## config.mk

```make
export PLATFORM = sky130hd
export DESIGN_NAME = hib_wake_seq
export DESIGN_NICKNAME = d
export VERILOG_FILES = /design/src/rtl/hib_wake_seq.sv
export SDC_FILE = /design/constraint.sdc
export NUM_CORES = 1
export LEC_CHECK = 0
export ABC_AREA = 0
export BUFFER_PORTS_ARGS = -buffer_cell sky130_fd_sc_hd__buf_2
export CORE_MARGIN = 5
export CORE_UTILIZATION = 50
export DETAILED_ROUTE_END_ITERATION = 16
export PLACE_DENSITY = 0.77
export SYNTH_ARGS = -nofsm -noshare
export SYNTH_HDL_FRONTEND = slang
export SYNTH_SLANG_ARGS = --single-unit
```

## constraint.sdc

```tcl
create_clock -name clk -period 6.8 [get_ports clk]
set_input_delay 1.36 -clock clk [delete_from_list [all_inputs] [get_ports clk]]
set_output_delay 1.36 -clock clk [all_outputs]
set_load 0.03 [all_outputs]
```

## src/rtl/hib_wake_seq.sv

```systemverilog
module hib_wake_seq #(
  parameter int ADDR_W = 8,
  parameter int DATA_W = 32,
  parameter int FILT_MSB = 15,
  parameter int FILT_LSB = 5,
  parameter int HOLD_MSB = 11,
  parameter int HOLD_LSB = 5,
  parameter logic [ADDR_W-1:0] CMD_OFS  = 'h20,
  parameter logic [ADDR_W-1:0] FILT_OFS = 'h24,
  parameter logic [ADDR_W-1:0] HOLD_OFS = 'h28
) (
  input  logic              clk,
  input  logic              rst_n,
  input  logic              bus_wr,
  input  logic [ADDR_W-1:0] bus_addr,
  input  logic [DATA_W-1:0] bus_wdata,
  output logic [DATA_W-1:0] bus_rdata,
  input  logic              wake_n,
  output logic              pwr_en,
  output logic              sys_rst_n
);

  localparam int CNT_W = ((FILT_MSB > HOLD_MSB) ? FILT_MSB : HOLD_MSB) + 1;
  localparam logic [DATA_W-1:0] FILT_MASK =
    DATA_W'(((64'd1 << (FILT_MSB + 1)) - 64'd1) & ~((64'd1 << FILT_LSB) - 64'd1));
  localparam logic [DATA_W-1:0] HOLD_MASK =
    DATA_W'(((64'd1 << (HOLD_MSB + 1)) - 64'd1) & ~((64'd1 << HOLD_LSB) - 64'd1));

  typedef enum logic [1:0] {S_RUN, S_OFF, S_FILT, S_HOLD} state_t;

  state_t             state, state_d;
  logic [CNT_W-1:0]   cnt, cnt_d;
  logic [DATA_W-1:0]  filt_q, hold_q;

  wire              cmd_off  = bus_wr && (bus_addr == CMD_OFS) && bus_wdata[0];
  wire [CNT_W-1:0]  filt_raw = filt_q[CNT_W-1:0];
  wire [CNT_W-1:0]  hold_raw = hold_q[CNT_W-1:0];
  wire [CNT_W-1:0]  filt_len = (filt_raw == '0) ? CNT_W'(1) : filt_raw;
  wire [CNT_W-1:0]  hold_len = (hold_raw == '0) ? CNT_W'(1) : hold_raw;
  wire [CNT_W-1:0]  cnt_nx   = cnt + CNT_W'(1);

  always_comb begin
    state_d = state;
    cnt_d   = cnt;
    case (state)
      S_RUN: if (cmd_off) begin
        state_d = S_OFF;
        cnt_d   = '0;
      end
      S_OFF, S_FILT: begin
        if (!wake_n) begin
          if (cnt_nx >= filt_len) begin
            state_d = S_HOLD;
            cnt_d   = '0;
          end else begin
            state_d = S_FILT;
            cnt_d   = cnt_nx;
          end
        end else begin
          state_d = S_OFF;
          cnt_d   = '0;
        end
      end
      S_HOLD: begin
        if (cnt_nx >= hold_len) begin
          state_d = S_RUN;
          cnt_d   = '0;
        end else begin
          cnt_d = cnt_nx;
        end
      end
      default: begin
        state_d = S_RUN;
        cnt_d   = '0;
      end
    endcase
  end

  always_ff @(posedge clk or negedge rst_n) begin
    if (!rst_n) begin
      state  <= S_RUN;
      cnt    <= '0;
      filt_q <= '0;
      hold_q <= '0;
    end else begin
      state <= state_d;
      cnt   <= cnt_d;
      if (bus_wr && bus_addr == FILT_OFS) filt_q <= bus_wdata & FILT_MASK;
      if (bus_wr && bus_addr == HOLD_OFS) hold_q <= bus_wdata & HOLD_MASK;
    end
  end

  assign pwr_en    = !(state == S_OFF || state == S_FILT);
  assign sys_rst_n = (state != S_HOLD);

  always_comb begin
    bus_rdata = '0;
    if (bus_addr == CMD_OFS)       bus_rdata[0] = !pwr_en;
    else if (bus_addr == FILT_OFS) bus_rdata = filt_q;
    else if (bus_addr == HOLD_OFS) bus_rdata = hold_q;
  end

  assert_off_entry_R2: assert property (@(posedge clk) disable iff (!rst_n)
    (state == S_RUN && cmd_off) |=> !pwr_en);

  assert_run_keeps_power_R10: assert property (@(posedge clk) disable iff (!rst_n)
    (state == S_RUN && !cmd_off) |=> (pwr_en && sys_rst_n));

  assert_pin_high_no_wake_R6: assert property (@(posedge clk) disable iff (!rst_n)
    (!pwr_en && wake_n) |=> (!pwr_en && cnt == '0));

  assert_filter_bound_R5: assert property (@(posedge clk) disable iff (!rst_n)
    (state == S_FILT) |-> (cnt < filt_len && cnt != '0));

  assert_hold_bound_R7: assert property (@(posedge clk) disable iff (!rst_n)
    (state == S_HOLD) |-> (cnt < hold_len));

  assert_hold_powered_R8: assert property (@(posedge clk) disable iff (!rst_n)
    !sys_rst_n |-> pwr_en);

  assert_hold_exit_R7: assert property (@(posedge clk) disable iff (!rst_n)
    (state == S_HOLD && cnt_nx >= hold_len) |=> (sys_rst_n && pwr_en));

endmodule

```

==> results.toml, run 1 <==
[critical_path]
crit_required_ps = 5440
cp.arrival_ps = 2810
cp-start-kind = "primary input"
cp_num_buf_inv = 2
path_cells = "buf_2 -> nor4b_1 -> nand2_1 -> nor3b_2 -> a22o_1 -> buf_2"
cpPeakStageDelay_ps = 490
critPathCaptureType = "output pin"
crit_start = "bus_addr[4]"
crit_family = "simple AND/OR/NAND/NOR gates"
crit_top_cell = "buf_2"
critPathKind = "in2out"
timing.rr.start = "cnt[0]"
slowest_stage = "nor3b_2"
critPathMaxFanout = 8

[synthesis]
synth_top_area_cell = "dfrtp_1"
synth.top_cells.by_area = "dfrtp_1 34%, ha_1 9.8%, mux2_1 8.0%, buf_4 6.1%, a32o_1 3.7%"
postSynthAreaPerCell_um2 = 9.885
syn-cell-area_um2 = 2689
synthArstFlopShare_pct = 100.0
synth-seq-cells = 36
synth_edf_count = 0
yosysSeqAreaShare_pct = 33.50
yosys.cell_types.count = 53
ys_warn_count = 0
syn_inst = 272
synthFlopType = "dfrtp_1"
synth_top_area_share_pct = 33.50

[cts]
htree_levels = 2
cts_root_buf = "clkbuf_8"
cts_hold_buf = 0
clkTransAtPathRegs_ps = 80
cts_tree = "built"
cts_max_path_buffers = 2
clock_latency_ps = 290
post-cts-setup-buffers = 0
numCtsBuffers = 5
cts_resized = 0
cts.sinks = 36

[timing]
slew_headroom_pct = 46.28
grt_setup_unrepaired = "no"
setup_slack_ps = 2631
fin_tns_setup_ps = 0
whs_ps = 528.1
post-route-period-util_pct = 61.32
report.final.slew_viol_count = 0
period_needed_ps = 4169
finalHoldViolations = 0
setup_viol = 0
fin_skew_ps = 6.421
worstMarginPinSlew_ps = 805.7
max_freq_mhz = 239.8

[placed_design]
post_dp_cell_area_um2 = 2845
gp_congestion = 0.8661
place_inst = 369
port_buffers = 37
dp_hpwl_um = 4647
pre_cts_ws_ps = 2649

[finish]
drive_gt1_share_pct = 17.59
n_antenna_cell = 0
area_growth_pct = 9.167
fin_area_um2 = 2935
final_cells = 377
fin_util_pct = 56.75
final_cell_mix = "37 x buf_2, 36 x dfrtp_1, 24 x inv_1"
fillerInstances = 451
fin_nets = 371
layout_commonest_cell = "buf_2"

[power]
p_int_mw = 0.3676
power_frac_comb_pct = 31.2
finalPower_mw = 0.5841
ir_drop_v = 0.0001366
p_leak_nw = 1.434
switching_share_pct = 37.07
seqPwrFrac_pct = 41.8
power_density_nw_per_um2 = 199.0
switching_power_mw = 0.2165
power_frac_clock_pct = 27.0

[min_path]
hold_path_class = "reg2reg"
hp-start = "state[0]"

[grt]
grt_use_met3_pct = 5.050
grt_use_total_pct = 18.06
overflow = 0
grt.met2_usage_pct = 29.52
grt_start_max_net_pins = 37
top_usage_layer = "met2"
grt_antenna_before_repair = 0
grt_pass1_vias = 2161
use_met1_pct = 23.97
grt_pass1_wl_um = 10380

[die]
ios = 78
rows = 26
dieArea_um2 = 6944
start_util_pct = 51.98
design.core.area_um2 = 5172
fp.dieW_um = 83.33
dieHeight_um = 83.33

[routing]
drtIter0Drc = 116
via_per_inst = 5.700
routed_wl_um = 6018
routedWlPerCell_um = 15.96
ant_nets = 0
vias = 2149
first_pass_iters = 4
drcViolationCount = 0

[run]
drv_cap = 0

[status]
status = "finished, final reports clean"
[per-layer routing]
metal / vias up / share of wire, %
met3: 7 / 7.8
met2: 80 / 47
met5: - / 0
met1: 1038 / 44
met4: 0 / 0.83
li1: 1024 / -
[flip-flops by register name, summed over array words and instances (netlist names)]
name,cells
cnt,16
state,2
hold_q,7
filt_q,11
[logic make-up (layout without fill, tap and decap cells)]
logic type | after synthesis | in the layout | synth area share [%]
xor gates and xnor gates | 20 | 20 | 6.515
buffers and inverters | 55 | 71 | 10.89
muxes | 19 | 19 | 7.957
AOI/OAI and AO/OA | 50 | 50 | 14.89
adders and majority gates | 21 | 21 | 9.772
other | 1 | 20 | 0.1395
and+or+nand+nor | 70 | 70 | 16.33
DFF | 36 | 36 | 33.50
[cell type report]
type,instances,area [µm²],area share [%]
clock buffer,8,90.09,3.069
inverter,24,90.09,3.069
multi-input combinational,200,1567,53.37
sequential,36,900.9,30.69
tap,70,87.58,2.984
timing repair buffer,39,200.2,6.820
[final timing paths]
check | endpoint | slack [ps] | cells after the start
worst min-delay path | state[0] | 530 | 1
worst max register to register | cnt[7] | 3020 | 11
max in group asynchronous | filt_q[5] | 5120 | 1
worst max-delay path | bus_rdata[10] | 2630 | 6
worst min register to register | state[0] | 530 | 1
min in group asynchronous | cnt[10] | 1160 | 1
[cells in the mapped netlist, types with 2 or more instances]
master,number
dfrtp_1,36
inv_1,24
buf_4,22
ha_1,21
mux2_1,19
nand2_1,13
a21oi_1,12
xnor2_1,11
a32o_1,10
xor2_1,9
nand3_1,8
nor4_1,8
a22o_1,7
nand4_1,7
clkbuf_1,6
nor2_1,5
and2_1,4
nor3_1,4
o21ai_1,4
nand2b_1,3
a21o_1,2
a31oi_1,2
and4_1,2
buf_2,2
nor2b_1,2
or4_1,2
[power groups by stage]
stage	clock [mW]	combinational, mW	sequential, mW
3_5_place_dp	0	0.182	0.248
6_report	0.158	0.182	0.244
3_3_place_gp	0	0.176	0.247
2_1_floorplan	0	0.141	0.243
5_1_grt	0.171	0.200	0.246
4_1_cts	0.160	0.183	0.244
Power figures use the tool's default switching activity.
==> run 2, diff against run 1 <==
CORE_UTILIZATION = 47   (was 50)
PLACE_DENSITY = 0.76   (was 0.77)
clock period = 3.6 ns   (was 6.8 ns; I/O delays follow)
==> run 2 against run 1 <==
  * Critical path depth is 6 higher
  * First-iteration DRC count rose by 14%
  * Largest power group unchanged
  * Hold slack lost 3.6 ps
  * Critical endpoint is now cnt[7]
  * Core utilization down 2.4 points
  * Clock power increased by 88%
  * Routed wire length rose by 1.3%
==> results.toml, run 2 (synthesis results as in run 1) <==
[status]
status = "finished, final reports clean"

[cts]
clock_latency_ps = 290
numCtsBuffers = 5
cts_max_path_buffers = 2
cts_tree = "built"
clkTransAtPathRegs_ps = 70
cts.sinks = 36
htree_levels = 2
cts_root_buf = "clkbuf_8"

[finish]
n_antenna_cell = 0
largest_register = "cnt"
drive_gt1_share_pct = 20.57
largest_register_ffs = 16
fin_nets = 380
area_growth_pct = 11.96
layout_commonest_cell = "buf_2"
reg.largest.list = "cnt: 16 flops, filt_q: 11 flops, hold_q: 7 flops"
final_cells = 388
final_cell_mix = "37 x buf_2, 36 x dfrtp_1, 24 x inv_1"
fillerInstances = 519

[timing]
report.final.slew_viol_count = 0
grt_setup_unrepaired = "no"
period_needed_ps = 3385
slew_headroom_pct = 45.72
max_freq_mhz = 295.4
setup_viol = 0
fin_skew_ps = 7.602
whs_ps = 524.5
worstMarginPinSlew_ps = 814.3
finalHoldViolations = 0
post-route-period-util_pct = 94.04
fin_tns_setup_ps = 0

[min_path]
hold_path_class = "in2async"

[die]
start_util_pct = 48.53
dieHeight_um = 85.64
rows = 27
fp.dieW_um = 85.64
design.core.area_um2 = 5540
ios = 78
dieArea_um2 = 7333

[grt]
overflow = 0
grt_pass1_wl_um = 10590
grt_start_max_net_pins = 37
grt_antenna_before_repair = 0
grt_use_total_pct = 17.77
grt_pass1_vias = 2259

[routing]
drcViolationCount = 0
first_pass_iters = 4
via_per_inst = 5.616
drtIter0Drc = 132
routedWlPerCell_um = 15.71
vias = 2179
routed_wl_um = 6095
ant_nets = 0

[critical_path]
crit_family = "simple AND/OR/NAND/NOR gates"
critPathCaptureType = "flip-flop"
critical_path_depth = 12
cp_num_buf_inv = 1
crit_required_ps = 3770
cp-start-kind = "flip-flop"
critPathKind = "reg2reg"
cpPeakStageDelay_ps = 460
critPathMaxFanout = 8
cp.arrival_ps = 3560
path_cells = "ha_2 -> nand4_4 -> nor4_1 -> buf_4 -> xor2_1 -> ha_1 -> and4_1 -> nand4_1 -> a211o_1 -> o211a_1 -> or2_4 -> a32o_1"
slowest_stage = "dfrtp_1"
reg2reg_depth = 12

[power]
power_frac_clock_pct = 26.6
switching_share_pct = 36.77
seqPwrFrac_pct = 40.9
p_leak_nw = 1.480
switching_power_mw = 0.4097
ir_drop_v = 0.0002119
power_density_nw_per_um2 = 370.1
p_int_mw = 0.7044
power_frac_comb_pct = 32.5

[placed_design]
dp_hpwl_um = 4750
gp_congestion = 0.9065
port_buffers = 37
place_inst = 380

[run]
drv_cap = 0
[run 2: cell types whose count changed in the layout (fill, tap and decap cells not counted), sizes merged]
cell	before	now
buf	39	48
[run 2: worst paths after layout]
path	from	end	slack [ps]
min reg2reg	state[0]	state[0]	540
max	cnt[1]	cnt[7]	210
max reg2reg	cnt[1]	cnt[7]	210
min in group clk	state[0]	state[0]	540
max in group asynchronous	rst_n	hold_q[10]	2560
min	rst_n	filt_q[10]	520
[run 2: per-layer routing]
| metal | wire [µm] | track usage [%] |
|---|---|---|
| met3 | 407 | 3.842 |
| met2 | 2877 | 30.16 |
| met4 | 44 | 4.173 |
| met5 | 0 | 0 |
| met1 | 2765 | 23.08 |
[run 2: layout make-up]
cell class	count	area [µm²]	share of cell area (%)
Timing Repair Buffer	48	267.8	8.894
Inverter	24	90.09	2.993
Clock buffer	8	90.09	2.993
Sequential cell	36	900.9	29.93
Tap cell	72	90.09	2.993
Multi-Input combinational cell	200	1572	52.20
[run 2: through the flow]
step / worst slack, ps / area (µm²) / utilization [%] / total power, mW
2_1_floorplan: 367.9 / 2760 / - / 0.7240
3_3_place_gp: 137.9 / 2915 / 52.62 / 0.8082
3_5_place_dp: 88.53 / 2915 / 52.62 / 0.8188
4_1_cts: 52.38 / 3005 / 54.25 / 1.117
5_1_grt: 5.144 / 3010 / 54.34 / 1.187
6_report: 214.5 / 3010 / 54.34 / 1.114
[run 2: power groups by stage]
| stage | clock network [mW] | logic [mW] | registers, mW |
|---|---|---|---|
| floorplan | 0 | 0.266 | 0.458 |
| global placement | 0 | 0.347 | 0.461 |
| detailed placement | 0 | 0.356 | 0.463 |
| CTS | 0.304 | 0.358 | 0.455 |
| global route | 0.329 | 0.398 | 0.460 |
| finish | 0.297 | 0.362 | 0.455 |
[run 2: what timing repair did]
action / 4_1_cts / 5_1_grt
endpoints found under the setup margin: 0 / 15
buffers inserted: 0 / 0
hold buffers: 0 / 0
gates resized for setup: 0 / 2
==> run 3, diff against run 2 <==
CORE_UTILIZATION = 50   (was 47)
PLACE_DENSITY = 0.77   (was 0.76)
clock period = 4 ns   (was 3.6 ns; I/O delays follow)
==> run 3 against run 2 <==
  * First-iteration DRC count up 6.8%
  * Power down 9.6%
  * Final cell count down 2.6%
  * Fmax down 3.5%
  * Die area down 5.3%
  * Core utilization up 2.8 points
  * Largest cell class unchanged
  * Hold slack better by 15 ps
  * Sequential cell count unchanged
==> results.toml, run 3 (synthesis results as in run 1) <==
[critical_path]
cp-start-kind = "flip-flop"
crit_required_ps = 4180
critPathKind = "reg2reg"
critPathMaxFanout = 8
crit_family = "simple AND/OR/NAND/NOR gates"
cp_num_buf_inv = 1
cp.arrival_ps = 3680
path_cells = "ha_1 -> nand4_4 -> nor4_1 -> buf_4 -> xor2_1 -> ha_1 -> and4_1 -> nand4_1 -> a211o_1 -> o211a_1 -> or2_1 -> a32o_1"
slowest_stage = "dfrtp_1"
crit_top_cell = "ha_1"
cpPeakStageDelay_ps = 450
critPathCaptureType = "flip-flop"

[cts]
cts_hold_buf = 0
cts_max_path_buffers = 2
htree_levels = 2
post-cts-setup-buffers = 0
numCtsBuffers = 5
cts_root_buf = "clkbuf_8"
clkTransAtPathRegs_ps = 70
cts_resized = 0
cts.sinks = 36
clock_latency_ps = 290
cts_tree = "built"

[timing]
post-route-period-util_pct = 87.67
fin_tns_setup_ps = 0
period_needed_ps = 3507
worstMarginPinSlew_ps = 788.8
grt_setup_unrepaired = "no"
finalHoldViolations = 0
slew_headroom_pct = 47.41
setup_viol = 0
max_freq_mhz = 285.2
report.final.slew_viol_count = 0
fin_skew_ps = 7.978
setup_slack_ps = 493.4

[finish]
n_antenna_cell = 0
area_growth_pct = 9.958
largest_register_ffs = 16
layout_commonest_cell = "buf_2"
largest_register = "cnt"
drive_gt1_share_pct = 18.51
reg.largest.list = "cnt: 16 flops, filt_q: 11 flops, hold_q: 7 flops"
final_cell_mix = "37 x buf_2, 36 x dfrtp_1, 24 x inv_1"
fin_nets = 373
fillerInstances = 470

[grt]
grt_use_total_pct = 17.27
grt_start_max_net_pins = 37
grt_pass1_wl_um = 9956
grt_pass1_vias = 2082
overflow = 0
grt_antenna_before_repair = 0

[min_path]
hold_path_class = "reg2reg"

[routing]
drcViolationCount = 0
routed_wl_um = 5835
vias = 2082
routedWlPerCell_um = 15.44
via_per_inst = 5.508
first_pass_iters = 4
drtIter0Drc = 141
ant_nets = 0

[placed_design]
pre_cts_ws_ps = 503.2
dp_hpwl_um = 4578
port_buffers = 37
gp_congestion = 0.8333

[power]
power_density_nw_per_um2 = 340.6
ir_drop_v = 0.0001672
p_leak_nw = 1.450

[run]
drv_cap = 0

[die]
dieArea_um2 = 6944
start_util_pct = 51.98
design.core.area_um2 = 5172
ios = 78
dieHeight_um = 83.33
rows = 26
fp.dieW_um = 83.33

[status]
status = "finished, final reports clean"
## run 3: cell count changes in the layout (fill, tap and decap cells not counted)
cell      change
buf_4         -7
clkbuf_1      -2
clkbuf_8      +1
ha_1          +1
ha_2          -1
or2_1         +1
or2_4         -1
## run 3: final cells by class
class | count | area, µm² | share of cell area, %
Inverter | 24 | 90.09 | 3.047
Clock buffer | 7 | 96.34 | 3.259
Multi-Input combinational cell | 200 | 1567 | 52.98
Timing Repair Buffer | 41 | 215.2 | 7.279
Tap cell | 70 | 87.58 | 2.962
Sequential cell | 36 | 900.9 | 30.47
## run 3: layer usage
metal / share of wire (%) / GRT usage (%) / vias up
met3: 7.1 / 4.257 / 6
met5: 0 / 0 / -
met1: 45 / 22.58 / 978
met2: 47 / 28.35 / 72
li1: - / - / 1026
met4: 0.94 / 4.755 / 0
## run 3: report_power, final
part / leakage [nW] / internal [mW] / total, mW / switching, mW
combinational: 0.906 / 0.102 / 0.319 / 0.217
sequential: 0.494 / 0.386 / 0.408 / 0.0212
clock: 0.0503 / 0.153 / 0.280 / 0.127
## run 3: final timing paths
path | endpoint | cells past startpoint | slack [ps] | from
setup reg to reg | cnt[11] | 12 | 490 | cnt[1]
hold reg to reg | state[0] | 1 | 540 | state[0]
hold / removal | state[0] | 1 | 540 | state[0]
max in group asynchronous | filt_q[8] | 1 | 2900 | rst_n
setup / recovery | cnt[11] | 12 | 490 | cnt[1]
min in group asynchronous | cnt[3] | 1 | 590 | rst_n
## run 3: stage by stage
| stage | instances | instance area (µm²) | power [mW] | hold WS [ps] | utilization [%] |
|---|---|---|---|---|---|
| 6_report | 378 | 2957 | 1.007 | 539.5 | 57.16 |
| 5_1_grt | 378 | 2957 | 1.062 | 561.4 | 57.16 |
| 4_1_cts | 378 | 2957 | 1.013 | 540.3 | 57.16 |
| 3_5_place_dp | 371 | 2860 | 0.7345 | 524.6 | 55.30 |
| 3_3_place_gp | 371 | 2860 | 0.7245 | 510.2 | 55.30 |
| 2_1_floorplan | 291 | 2760 | 0.6516 | 487.5 | - |
